[config.mk]
export PLATFORM = sky130hd
export DESIGN_NAME = usbh_bringup_seq
export DESIGN_NICKNAME = d
export VERILOG_FILES = /design/src/rtl/usbh_bringup_pkg.sv /design/src/rtl/usbh_use_count.sv /design/src/rtl/usbh_wait_timer.sv /design/src/rtl/usbh_bringup_seq.sv
export SDC_FILE = /design/constraint.sdc
export NUM_CORES = 1
export LEC_CHECK = 0
export BUFFER_PORTS_ARGS = -buffer_cell sky130_fd_sc_hd__buf_2
export CAP_MARGIN = 20
export CORE_MARGIN = 4
export CORE_UTILIZATION = 28
export DETAILED_ROUTE_END_ITERATION = 8
export PLACE_DENSITY = 0.6
export SKIP_LAST_GASP = 1
export SLEW_MARGIN = 25
export SYNTH_ARGS = -nofsm -noshare
export SYNTH_HDL_FRONTEND = slang
export SYNTH_SLANG_ARGS = --single-unit
[constraint.sdc]
create_clock -name clk -period 1.8 [get_ports clk]
set_input_delay 0.18 -clock clk [delete_from_list [all_inputs] [get_ports clk]]
set_output_delay 0.18 -clock clk [all_outputs]
set_load 0.05 [all_outputs]
[src/rtl/usbh_bringup_pkg.sv]
package usbh_bringup_pkg;

  typedef enum logic [3:0] {
    ST_IDLE, ST_CHECK, ST_SETDIV, ST_HDEN, ST_HDREL, ST_WAIT, ST_PORCLR,
    ST_TSTHI, ST_TSTLO, ST_ODREL, ST_ODEN, ST_PHYREL, ST_HOSTREL, ST_POST
  } seq_state_e;

  // Wall-clock nanoseconds to clock cycles, rounded up, never below one.
  function automatic longint unsigned ns_to_cycles(longint unsigned ns,
                                                   longint unsigned hz);
    longint unsigned c;
    c = (ns * hz + 64'd999_999_999) / 64'd1_000_000_000;
    if (c == 0) c = 1;
    return c;
  endfunction

  // Host divider from the IO-clock / 130 MHz quotient.
  function automatic logic [3:0] pick_host_div(int unsigned q);
    if (q == 0)       return 4'd1;
    else if (q <= 4)  return 4'(q);
    else if (q == 5)  return 4'd4;
    else if (q <= 7)  return 4'd6;
    else if (q <= 11) return 4'd8;
    else              return 4'd12;
  endfunction

endpackage

[src/rtl/usbh_use_count.sv]
module usbh_use_count #(
  parameter int CW = 4
) (
  input  logic clk,
  input  logic rst,
  input  logic start_req,
  input  logic stop_req,
  input  logic busy,
  output logic launch
);
  localparam logic [CW-1:0] CMAX = {CW{1'b1}};

  logic [CW-1:0] cnt;
  logic          inc, dec;

  assign inc    = start_req && !stop_req && (cnt != CMAX);
  assign dec    = stop_req && !start_req && (cnt != '0);
  assign launch = start_req && !stop_req && (cnt == '0) && !busy;

  always_ff @(posedge clk) begin
    if (rst)      cnt <= '0;
    else if (inc) cnt <= cnt + 1'b1;
    else if (dec) cnt <= cnt - 1'b1;
  end


  stop_floor_chk: assert property (@(posedge clk) disable iff (rst)
    (stop_req && !start_req && cnt == '0) |=> cnt == '0);

  launch_count_chk: assert property (@(posedge clk) disable iff (rst)
    launch |=> cnt == CW'(1));
endmodule

[src/rtl/usbh_wait_timer.sv]
module usbh_wait_timer #(
  parameter int TW = 8
) (
  input  logic          clk,
  input  logic          rst,
  input  logic          load,
  input  logic [TW-1:0] load_val,
  output logic          expire
);
  logic [TW-1:0] cnt;

  always_ff @(posedge clk) begin
    if (rst)              cnt <= '0;
    else if (load)        cnt <= load_val;
    else if (cnt != '0)   cnt <= cnt - 1'b1;
  end

  assign expire = (cnt == TW'(1));


  nonzero_load_chk: assert property (@(posedge clk) disable iff (rst)
    load |-> load_val != '0);

  expire_clear_chk: assert property (@(posedge clk) disable iff (rst)
    (expire && !load) |=> cnt == '0);
endmodule

[src/rtl/usbh_bringup_seq.sv]
module usbh_bringup_seq
  import usbh_bringup_pkg::*;
#(
  parameter int CLK_FREQ_HZ = 100_000_000,
  parameter int IO_WAIT_CYC = 64,
  parameter int NPORT       = 2,
  parameter int QW          = 8,
  parameter int CW          = 4
) (
  input  logic               clk,
  input  logic               rst,
  input  logic               start_req,
  input  logic               stop_req,
  input  logic [QW-1:0]      io_ratio,
  input  logic               host_up_i,
  output logic               if_clk_en_o,
  output logic               phy_por_o,
  output logic               phy_rst_rel_o,
  output logic               host_rst_rel_o,
  output logic               hdiv_rst_rel_o,
  output logic               hdiv_en_o,
  output logic               odiv_rst_rel_o,
  output logic               odiv_en_o,
  output logic               phy_test_rst_o,
  output logic [3:0]         host_div_o,
  output logic [NPORT*4-1:0] tx_vref_tune_o,
  output logic [NPORT*2-1:0] tx_rise_tune_o,
  output logic [NPORT*2-1:0] tx_preemph_o,
  output logic [5:0]         frame_adj_o,
  output logic               busy_o,
  output logic               done_o
);
  localparam longint unsigned HZ    = longint'(CLK_FREQ_HZ);
  localparam longint unsigned T_1MS = ns_to_cycles(64'd1_000_000, HZ);
  localparam longint unsigned T_1US = ns_to_cycles(64'd1_000, HZ);
  localparam longint unsigned T_10N = ns_to_cycles(64'd10, HZ);
  localparam longint unsigned T_20N = ns_to_cycles(64'd20, HZ);
  localparam longint unsigned T_IO  = longint'(IO_WAIT_CYC);
  localparam longint unsigned T_MAX = (T_1MS > T_IO) ? T_1MS : T_IO;
  localparam int              TW    = $clog2(T_MAX + 1) + 1;

  seq_state_e    state, ret_state;
  logic          launch, tmr_load, tmr_expire;
  logic [TW-1:0] tmr_val;

  assign busy_o = (state != ST_IDLE);

  usbh_use_count #(.CW(CW)) u_count (
    .clk(clk), .rst(rst), .start_req(start_req), .stop_req(stop_req),
    .busy(busy_o), .launch(launch)
  );

  usbh_wait_timer #(.TW(TW)) u_timer (
    .clk(clk), .rst(rst), .load(tmr_load), .load_val(tmr_val),
    .expire(tmr_expire)
  );

  // Timer load requests come from the release steps that precede a wait.
  always_comb begin
    tmr_load = 1'b1;
    unique case (state)
      ST_HDREL:  tmr_val = TW'(T_IO);
      ST_PORCLR: tmr_val = TW'(T_1MS);
      ST_TSTHI:  tmr_val = TW'(T_10N);
      ST_TSTLO:  tmr_val = TW'(T_20N);
      ST_ODEN:   tmr_val = TW'(T_IO);
      ST_PHYREL: tmr_val = TW'(T_1US);
      default: begin tmr_load = 1'b0; tmr_val = '0; end
    endcase
  end

  always_ff @(posedge clk) begin
    if (rst) begin
      state <= ST_IDLE;       ret_state <= ST_IDLE;
      if_clk_en_o <= 1'b0;    phy_por_o <= 1'b0;
      phy_rst_rel_o <= 1'b0;  host_rst_rel_o <= 1'b0;
      hdiv_rst_rel_o <= 1'b0; hdiv_en_o <= 1'b0;
      odiv_rst_rel_o <= 1'b0; odiv_en_o <= 1'b0;
      phy_test_rst_o <= 1'b0; host_div_o <= '0;
      tx_vref_tune_o <= '0;   tx_rise_tune_o <= '0;
      tx_preemph_o <= '0;     frame_adj_o <= '0;
      done_o <= 1'b0;
    end else begin
      done_o <= 1'b0;
      unique case (state)
        ST_IDLE: if (launch) begin
          if_clk_en_o <= 1'b1;
          state       <= ST_CHECK;
        end
        ST_CHECK: if (host_up_i) state <= ST_POST;
        else begin
          phy_por_o      <= 1'b1;
          host_rst_rel_o <= 1'b0; phy_rst_rel_o <= 1'b0;
          hdiv_rst_rel_o <= 1'b0; odiv_rst_rel_o <= 1'b0;
          hdiv_en_o      <= 1'b0; odiv_en_o     <= 1'b0;
          phy_test_rst_o <= 1'b0;
          state          <= ST_SETDIV;
        end
        ST_SETDIV: begin
          host_div_o <= pick_host_div(int'(io_ratio));
          state      <= ST_HDEN;
        end
        ST_HDEN:    begin hdiv_en_o <= 1'b1; state <= ST_HDREL; end
        ST_HDREL:   begin hdiv_rst_rel_o <= 1'b1; ret_state <= ST_PORCLR; state <= ST_WAIT; end
        ST_WAIT:    if (tmr_expire) state <= ret_state;
        ST_PORCLR:  begin phy_por_o <= 1'b0; ret_state <= ST_TSTHI; state <= ST_WAIT; end
        ST_TSTHI:   begin phy_test_rst_o <= 1'b1; ret_state <= ST_TSTLO; state <= ST_WAIT; end
        ST_TSTLO:   begin phy_test_rst_o <= 1'b0; ret_state <= ST_ODREL; state <= ST_WAIT; end
        ST_ODREL:   begin odiv_rst_rel_o <= 1'b1; state <= ST_ODEN; end
        ST_ODEN:    begin odiv_en_o <= 1'b1; ret_state <= ST_PHYREL; state <= ST_WAIT; end
        ST_PHYREL:  begin phy_rst_rel_o <= 1'b1; ret_state <= ST_HOSTREL; state <= ST_WAIT; end
        ST_HOSTREL: begin host_rst_rel_o <= 1'b1; state <= ST_POST; end
        ST_POST: begin
          for (int p = 0; p < NPORT; p++) begin
            tx_vref_tune_o[p*4 +: 4] <= 4'd15;
            tx_rise_tune_o[p*2 +: 2] <= 2'd1;
            tx_preemph_o[p*2 +: 2]   <= 2'd1;
          end
          frame_adj_o <= 6'h20;
          done_o      <= 1'b1;
          state       <= ST_IDLE;
        end
        default: state <= ST_IDLE;
      endcase
    end
  end


  hdiv_order_chk: assert property (@(posedge clk) disable iff (rst)
    $rose(hdiv_rst_rel_o) |-> hdiv_en_o && phy_por_o);

  odiv_order_chk: assert property (@(posedge clk) disable iff (rst)
    $rose(odiv_en_o) |-> odiv_rst_rel_o);

  host_last_chk: assert property (@(posedge clk) disable iff (rst)
    $rose(host_rst_rel_o) |-> phy_rst_rel_o && odiv_en_o && !phy_por_o);

  test_pulse_chk: assert property (@(posedge clk) disable iff (rst)
    phy_test_rst_o |-> !phy_por_o && !odiv_rst_rel_o);

  done_idle_chk: assert property (@(posedge clk) disable iff (rst)
    done_o |-> !busy_o);

  done_single_chk: assert property (@(posedge clk) disable iff (rst)
    done_o |=> !done_o);

  div_legal_chk: assert property (@(posedge clk) disable iff (rst)
    host_div_o inside {4'd0, 4'd1, 4'd2, 4'd3, 4'd4, 4'd6, 4'd8, 4'd12});

  launch_ifclk_chk: assert property (@(posedge clk) disable iff (rst)
    launch |=> if_clk_en_o && busy_o);
endmodule

[Yosys cells after proc, flatten, opt, wreduce, memory -nomap -nowiden]
Cells that the tools add are included.
Word-level totals
  register bits: 47
  latch bits: 0
  memory bits (writable): 0
  memory bits (read-only): 0
  input port bits: 13
  output and inout port bits: 37
  logic and storage cells: 108
  memories: 0
Cells by class
  $add $sub $neg: 3
  $mul: 0
  divide/modulo/power cells: 0
  order comparisons: 3
  eq/ne operators: 19
  shifts and indexed selects: 0
  mux-type cells: 27
  bitwise operators: 0
  reduce and logical (&&, ||, !) cells: 38
Operator list (count)
  $pmux 17 s5: 1
  $mux 18: 2
  $mux 4: 9
  $pmux 4 s8: 1
  $eq 4x4->1 const B: 6
  $pmux 4 s6: 1
  $reduce_and 2->1: 10
  $eq 18x1->1 const B: 1
  $reduce_bool 18->1: 1
  $reduce_bool 2->1: 9
  $sub 18x1->18 const B: 1
  $eq 4x3->1 const B: 4
  $le 8x3->1 const B: 2
  $pmux 1 s2: 7
  $eq 4x2->1 const B: 2
  $eq 8x3->1 const B: 1
  $le 8x4->1 const B: 1
  $logic_not 4->1: 2
  $logic_not 8->1: 1
  $reduce_bool 4->1: 2
  $logic_and 1x1->1: 6
  $ne 2x2->1 const B: 3
  $reduce_bool 6->1: 1
  $reduce_or 6->1: 1
  10 further kinds: 15

[Depth between registers and ports, before layout]
Gate-level depths: netlist (run 1).
  word-level depth: 6
  gate-level depth with buffers: 8
  mapped depth without buffers: 8

[Modules after synthesis]
Synthesis (run 1) repeated with hierarchy kept, for this count alone.
Unflattened totals
  cells, all modules: 328
  area, all modules: 2656.3 sq um
Modules (own cells, without submodules)
  usbh_bringup_seq: instances 1, cells each 174, area each 1351.3 sq um, sequential area each 460.4 sq um
  usbh_wait_timer: instances 1, cells each 126, area each 1018.5 sq um, sequential area each 360.3 sq um
  usbh_use_count: instances 1, cells each 28, area each 286.5 sq um, sequential area each 80.1 sq um

[Worst setup path after synthesis (run 1)]
OpenSTA, ideal clock, no wires.
  path type: flip-flop to flip-flop
  from: register u_timer.cnt[0]
  to: register u_timer.cnt[4]
  setup time: 121 ps
  data arrival time: 1811 ps
  data required time: 1679 ps
  slack: -132 ps
  cell stages (with the launch flop): 9
  buffers on the path: 1
  period minus slack after synthesis: 1932 ps
  cell sequence: dfxtp_1 -> inv_1 -> ha_1 -> nor3b_1 -> and3_1 -> clkbuf_1 -> nand4_1 -> nand3_1 -> mux2_2
On the way
  longest elaborated chain between the ends: 3
  elaborated cells between the ends (all ways): 5
  those cells by class: add/sub (1); mux (2); reduce/logical (2)
RTL lines
  from (decl): RTL line usbh_wait_timer.sv:10  | logic [TW-1:0] cnt;
  from (signal assigned): RTL line usbh_wait_timer.sv:14  | else if (load) cnt <= load_val;
  from (signal assigned): RTL line usbh_wait_timer.sv:15  | else if (cnt != '0) cnt <= cnt - 1'b1;
  $sub 18x1->18: RTL line usbh_wait_timer.sv:15
  $mux 18: RTL line usbh_wait_timer.sv:15
  $mux 18: RTL line usbh_wait_timer.sv:14
Several ways; a longest one is shown, not always the timed one. The select of a mux whose other input is x is not followed.
A chain may end at the register's enable or synchronous reset.

[Worst setup path in the final report (run 1)]
  from: register u_count.cnt[3]
  to: register u_count.cnt[3]
On the way
  longest elaborated chain between the ends: 3
  elaborated cells between the ends (all ways): 9
  those cells by class: add/sub (2); eq/ne (1); mux (2); reduce/logical (4)
RTL lines
  from (decl): RTL line usbh_use_count.sv:13  | logic [CW-1:0] cnt;
  from (signal assigned): RTL line usbh_use_count.sv:22  | else if (inc) cnt <= cnt + 1'b1;
  from (signal assigned): RTL line usbh_use_count.sv:23  | else if (dec) cnt <= cnt - 1'b1;
  $sub 4x1->4 (tied with other cells): RTL line usbh_use_count.sv:23
  $mux 4 (tied with other cells): RTL line usbh_use_count.sv:23
  $mux 4 / $reduce_bool 2->1 (equally long branches)
Several ways; a longest one is shown, not always the timed one. The select of a mux whose other input is x is not followed.

==> results.yml, run 1 <==
setup_path:
  slowest_stage: "sky130_fd_sc_hd__dfxtp_1"
  critPathRequiredTime_ns: 2.00
  worst-setup-path-type: "flop to flop"
  critPathLaunchType: "flop"
  cp.arrival_ns: 1.99
  critPathBufInv: 0
  timing.reg2reg.worst_path_depth: 8
  cp-end-kind: "flop"
  critical-path-max-stage-delay_ns: 0.33
  critical_path_cell_count: 8
  crit_path_cell_trace: "a41oi_2 -> nand2_2 -> ha_1 -> a21o_1 -> a21oi_2 -> xnor2_2 -> a21oi_1 -> a31o_2"
  critPathMaxFanout: 3
  timing.critical_path.max_delay_family: "compound AO/OA/AOI/OAI gates"
clock_tree:
  cts_tree: "yes"
  clock_insertion_delay_worst_skew_ns: 0.29
  post-cts-setup-buffers: 0
  clockBufferDepth: 2
  cts_hold_buffers: 0
  clock-sinks: 45
  cts-buffers-inserted: 5
  clk_pin_slew_worst_setup_hold_paths_ns: 0.08
  cts-htree-levels: 2
  cts_root_buf: "sky130_fd_sc_hd__clkbuf_8"
layout:
  finalInstanceArea_mm2: 0.00315
  antennaDiodeCount: 0
  syn2layout_area_growth_pct: 21.6
  final_nets: 401
  mostFrequentLayoutCell: "sky130_fd_sc_hd__nor2_1"
  final_cell_mix: "sky130_fd_sc_hd__nor2_1, sky130_fd_sc_hd__dfxtp_1, sky130_fd_sc_hd__buf_2"
  layout-drive-gt1-share: 0.291
  fin_cells: 490
outcome:
  result_of_the_run: "finished, final reports clean"
grt:
  antenna_found_initial: 0
  grt_max_degree: 26
  grt_pass1_wl_mm: 10.7
  grt_pass1_vias: 2284
  globalRoute.totalOverflow: 0
  gr-usage-all-layers: 0.116
floorplan:
  floorplan.initialDensity: 0.293
  num_rows: 34
  core_mm2: 0.00885
  i_o_pins: 50
  die_h_um: 104
  fp.dieW_um: 104
  floorplan.die_area_mm2: 0.0109
place:
  placedCellCount: 484
  hpwlAfterDp_mm: 4.80
  placement.io_buffers: 40
  gpl.final_weighted_congestion: 0.854
  detailed_place.area_mm2: 0.00302
min_path:
  min_path_cells: 3
  hold_path_class: "input port to flop"
detailed_routing:
  drt-total-wl_mm: 6.25
  dr_total_vias: 2490
  routed_wire_length_per_instance_um: 12.8
  first_iter_violations: 138
  route.antenna.remaining_nets: 0
  post-route-drc-count: 0
  viasPerCell: 5.08
  drtPass1Iterations: 4
synth:
  postSynthCellCount: 328
  yosysSeqAreaShare: 0.348
  post_synth_instance_area_mm2: 0.00259
  ys_ff_latch: 45
  synth_largest_area_cell: "sky130_fd_sc_hd__dfxtp_1"
  yosys_most_used_dff: "sky130_fd_sc_hd__dfxtp_1"
  synth-edff-count: 0
  yosysWarnings: 0
  netlist.area_leader.share: 0.348
  yosys-top-cells-area: "sky130_fd_sc_hd__dfxtp_1, sky130_fd_sc_hd__nor2_1, sky130_fd_sc_hd__buf_4, sky130_fd_sc_hd__a21oi_1, sky130_fd_sc_hd__nand2_1"
  async_reset_ff_frac: 0
  synth_cell_types: 57
  syn_area_per_cell_um2: 7.90
sta:
  timing_max_transition_violations_final: 0
  finClkSkew_ns: 0.0117
  final-setup-viol-count: 0
  final_period_minus_worst_setup_slack_ns: 1.79
  grt_setup_unrepaired: "yes"
  final_min_period_over_clock_period: 0.995
  fmax_mhz: 558
  hold_viol: 0
  hold-worst-slack_ns: 0.146
run:
  maxCapViolCount: 0
pwr:
  power.density_mw_per_mm2: 1790
  post-layout-total-power_mw: 5.64
  leakagePower_nw: 1.36
  power.ir.vdd_worst_mv: 0.542
[power breakdown]
group / leakage (nW) / total (mW) / switching (mW) / internal [mW]
logic: 0.951 / 3.48 / 1.90 / 1.58
clock network: 0.0399 / 0.576 / 0.320 / 0.256
registers: 0.368 / 1.58 / 0.309 / 1.27
total: 1.36 / 5.64 / 2.53 / 3.11
[area by class of cell]
| cell class | count | area [um2] |
|---|---|---|
| fillers | 925 | 5700 |
| multi-input cells | 246 | 1530 |
| flip-flops and latches | 45 | 903 |
| repair buffers | 78 | 485 |
| well taps | 108 | 135 |
| clock buffers | 5 | 68.8 |
| inverters | 7 | 26.3 |
| clock inverters | 1 | 5.00 |
[Yosys cell counts, drive strengths merged, types with 6 or more instances]
| library cell | count |
|---|---|
| nor3 | 15 |
| a31oi | 6 |
| nor2b | 6 |
| nor2 | 49 |
| clkbuf | 11 |
| nand2 | 25 |
| inv | 7 |
| a21oi | 27 |
| nand2b | 7 |
| buf | 27 |
| nand3 | 11 |
| a211oi | 7 |
| o21ai | 16 |
| dfxtp | 45 |
[routing by layer]
| metal | part of all wire | GRT usage |
|---|---|---|
| met3 | 0.035 | 0.0174 |
| met1 | 0.49 | 0.154 |
| met5 | 0 | 0 |
| met4 | 0.015 | 0.0418 |
| met2 | 0.46 | 0.192 |
[sequential cells by signal (all words and copies together), names as in the netlist, 4 cells and up]
register	flops
host_div_o	4
state	4
ret_state	4
u_count.cnt	4
u_timer.cnt	18
[cells by family after synthesis]
| group | count (synthesis) | synth area share |
|---|---|---|
| other | 1 | 0.00145 |
| muxes | 5 | 0.0203 |
| adders and majority gates | 5 | 0.0270 |
| buffers and inverters | 45 | 0.100 |
| AOI/OAI and AO/OA | 83 | 0.205 |
| xor gates and xnor gates | 10 | 0.0338 |
| DFF | 45 | 0.348 |
| and+or+nand+nor | 134 | 0.264 |
[what timing repair did]
action	in CTS	in global routing
pin swaps	0	4
setup endpoints to repair	1	19
gates resized for setup	2	13
gates cloned	0	0
[through the flow]
step,util,setup WS [ns],setup TNS (ns)
2_1_floorplan,-,-0.00670,-0.00670
3_3_place_gp,0.342,0.0454,0
3_5_place_dp,0.342,-0.0173,-0.0173
4_1_cts,0.351,0.00261,0
5_1_grt,0.356,-0.0976,-0.112
6_report,0.356,0.00913,0
[final timing paths]
path / slack [ns] / end / start
max reg2reg: 0.009 / u_count.cnt[3] / u_count.cnt[3]
max: 0.009 / u_count.cnt[3] / u_count.cnt[3]
min reg2reg: 0.47 / if_clk_en_o / if_clk_en_o
min: 0.15 / host_div_o[1] / io_ratio[1]
[worst min-delay path, delay by kind of cell]
family	cells	cell delay, ns
buffers and inverters	1	0.09
AO/OA/AOI/OAI	1	0.06
AND/OR/NAND/NOR	1	0.07
(Power assumes the default switching activity.)
==> run 2, diff against run 1 <==
PLACE_DENSITY = 0.44   (was 0.6)
==> run 2 against run 1 <==
Effect of this change:
- sequential share of layout area is 1.8 points lower
- count of clock-buffer cells in the layout unchanged
- final cell count is 3.5% higher
- worst hold slack lost 0.010 ns
- setup slack improved by 0.0046 ns
- core utilization is 2.5 points higher
- final area is 7.0% higher
- critical path depth unchanged
- sequential cell count stayed put
- routed wire length is 13% higher
- clock power increased by 59%
- register-to-register slack about the same
- critical path type unchanged
- largest power group unchanged
==> results.yml, run 2 (synthesis gave the netlist of run 1 again) <==
setup_path:
  rr_endpoint: "u_count.cnt[3]"
  critPathBufInv: 1
  critPathMaxFanout: 3
  critical-path-max-stage-delay_ns: 0.36
  crit_path_cell_trace: "a41oi_2 -> nand2_2 -> ha_4 -> a21o_1 -> a21oi_2 -> xnor2_2 -> buf_4 -> a31o_2"
  timing.reg2reg.worst_path_depth: 8
  cp-end-kind: "flop"
  worst_setup_path_startpoint: "u_count.cnt[0]"
  worst-setup-path-type: "flop to flop"
  regToRegStartpoint: "u_count.cnt[0]"
  timing.critical_path.max_delay_family: "compound AO/OA/AOI/OAI gates"
  critPathRequiredTime_ns: 1.98
  slowest_stage: "sky130_fd_sc_hd__dfxtp_4"
  critPathLaunchType: "flop"
  register_to_register_setup_slack_ns: 0.01
  cp.arrival_ns: 1.97
clock_tree:
  clockBufferDepth: 2
  clk_pin_slew_worst_setup_hold_paths_ns: 0.10
  cts-buffers-inserted: 5
  clock-sinks: 45
  cts-htree-levels: 2
  cts_tree: "yes"
  cts_root_buf: "sky130_fd_sc_hd__clkbuf_8"
  clock_insertion_delay_worst_skew_ns: 0.30
detailed_routing:
  drtPass1Iterations: 4
  drt-total-wl_mm: 7.04
  route.antenna.remaining_nets: 0
  viasPerCell: 4.98
  dr_total_vias: 2524
  first_iter_violations: 181
  post-route-drc-count: 0
  routed_wire_length_per_instance_um: 13.9
layout:
  antennaDiodeCount: 0
  finalInstanceArea_mm2: 0.00337
  final_cell_mix: "sky130_fd_sc_hd__buf_4, sky130_fd_sc_hd__nor2_1, sky130_fd_sc_hd__dfxtp_1"
  largest-register: "u_timer.cnt"
  largest_register_ffs: 18
  mostFrequentLayoutCell: "sky130_fd_sc_hd__buf_4"
  syn2layout_area_growth_pct: 30.2
  final_nets: 416
  layout-drive-gt1-share: 0.331
  fin_cells: 507
floorplan:
  floorplan.die_area_mm2: 0.0109
  floorplan.initialDensity: 0.293
  core_mm2: 0.00885
  i_o_pins: 50
  fp.dieW_um: 104
  die_h_um: 104
  num_rows: 34
place:
  placement.io_buffers: 40
  place_ws_ns: -0.0298
  placedCellCount: 492
  hpwlAfterDp_mm: 5.09
  detailed_place.area_mm2: 0.00310
  gpl.final_weighted_congestion: 0.775
sta:
  timing_max_transition_violations_final: 0
  grt_setup_unrepaired: "yes"
  final.setup.tns_ns: 0
  final_min_period_over_clock_period: 0.992
  final_period_minus_worst_setup_slack_ns: 1.79
  hold_viol: 0
  fmax_mhz: 560
  finClkSkew_ns: 0.0161
  layout_setup_ws_ns: 0.0138
  final-setup-viol-count: 0
min_path:
  worstHoldEndpoint: "host_div_o[1]"
  hold_crit_start: "io_ratio[1]"
  hold_path_class: "input port to flop"
  min_path_cells: 3
pwr:
  leakagePower_nw: 1.46
  post-layout-total-power_mw: 6.21
  power.ir.vdd_worst_mv: 0.651
  power.density_mw_per_mm2: 1840
grt:
  antenna_found_initial: 0
  gr-usage-all-layers: 0.127
  grt_pass1_wl_mm: 11.5
  grt_max_degree: 26
  globalRoute.totalOverflow: 0
  grt_pass1_vias: 2346
outcome:
  result_of_the_run: "finished, final reports clean"
run:
  maxCapViolCount: 0
run 2: layout make-up:
cell class / instances / area (um2)
timing repair buffer: 93 / 611
multi-input combinational: 246 / 1560
inverter: 7 / 26.3
tap: 108 / 135
sequential: 45 / 906
fill: 924 / 5480
clock buffer: 5 / 68.8
clock inverter: 3 / 65.1
run 2: timing repair:
item | 4_1_cts | 5_1_grt
endpoints found under the setup margin | 7 | 17
setup buffers | 3 | 4
endpoints found under the hold margin | 0 | 0
gates cloned | 0 | 0
hold buffers | 0 | 0
pin swaps | 3 | 13
resized for setup | 3 | 16
run 2: metal layers:
layer | vias up | share of wire | global-route usage
li1 | 1276 | - | -
met1 | 1176 | 0.50 | 0.183
met2 | 70 | 0.44 | 0.192
met3 | 2 | 0.059 | 0.0279
met4 | 0 | 0.0054 | 0.0332
met5 | - | 0 | 0
run 2: through the flow:
step,util,hold WS [ns]
after global routing,0.381,0.181
after detailed placement,0.350,0.450
final,0.381,0.136
after floorplan,-,0.328
after CTS,0.369,0.139
after global placement,0.350,0.443
run 2: worst reg2reg max path, cell delays in order, from the launching register on:
cell and delay [ns]:
sky130_fd_sc_hd__dfxtp_4 0.36, sky130_fd_sc_hd__a41oi_2 0.19, sky130_fd_sc_hd__nand2_2 0.10, sky130_fd_sc_hd__ha_4 0.22
sky130_fd_sc_hd__a21o_1 0.16, sky130_fd_sc_hd__a21oi_2 0.20, sky130_fd_sc_hd__xnor2_2 0.10, sky130_fd_sc_hd__buf_4 0.14
sky130_fd_sc_hd__a31o_2 0.21
run 2: report_power, final:
group | leakage [nW] | internal (mW) | switching, mW
Combinational | 1.03 | 1.75 | 1.99
Clock | 0.0681 | 0.552 | 0.366
Sequential | 0.368 | 1.27 | 0.280
run 2: worst max-delay path by stage:
| stage | to | slack (ns) | cells past startpoint |
|---|---|---|---|
| 3_5_place_dp | state[3] | -0.03 | 6 |
| 3_3_place_gp | state[3] | -0.02 | 6 |
| 6_report | u_count.cnt[3] | 0.01 | 8 |
| 2_1_floorplan | u_timer.cnt[4] | -0.007 | 8 |
| 5_1_grt | u_count.cnt[3] | -0.05 | 8 |
| 4_1_cts | u_count.cnt[3] | 0.005 | 8 |
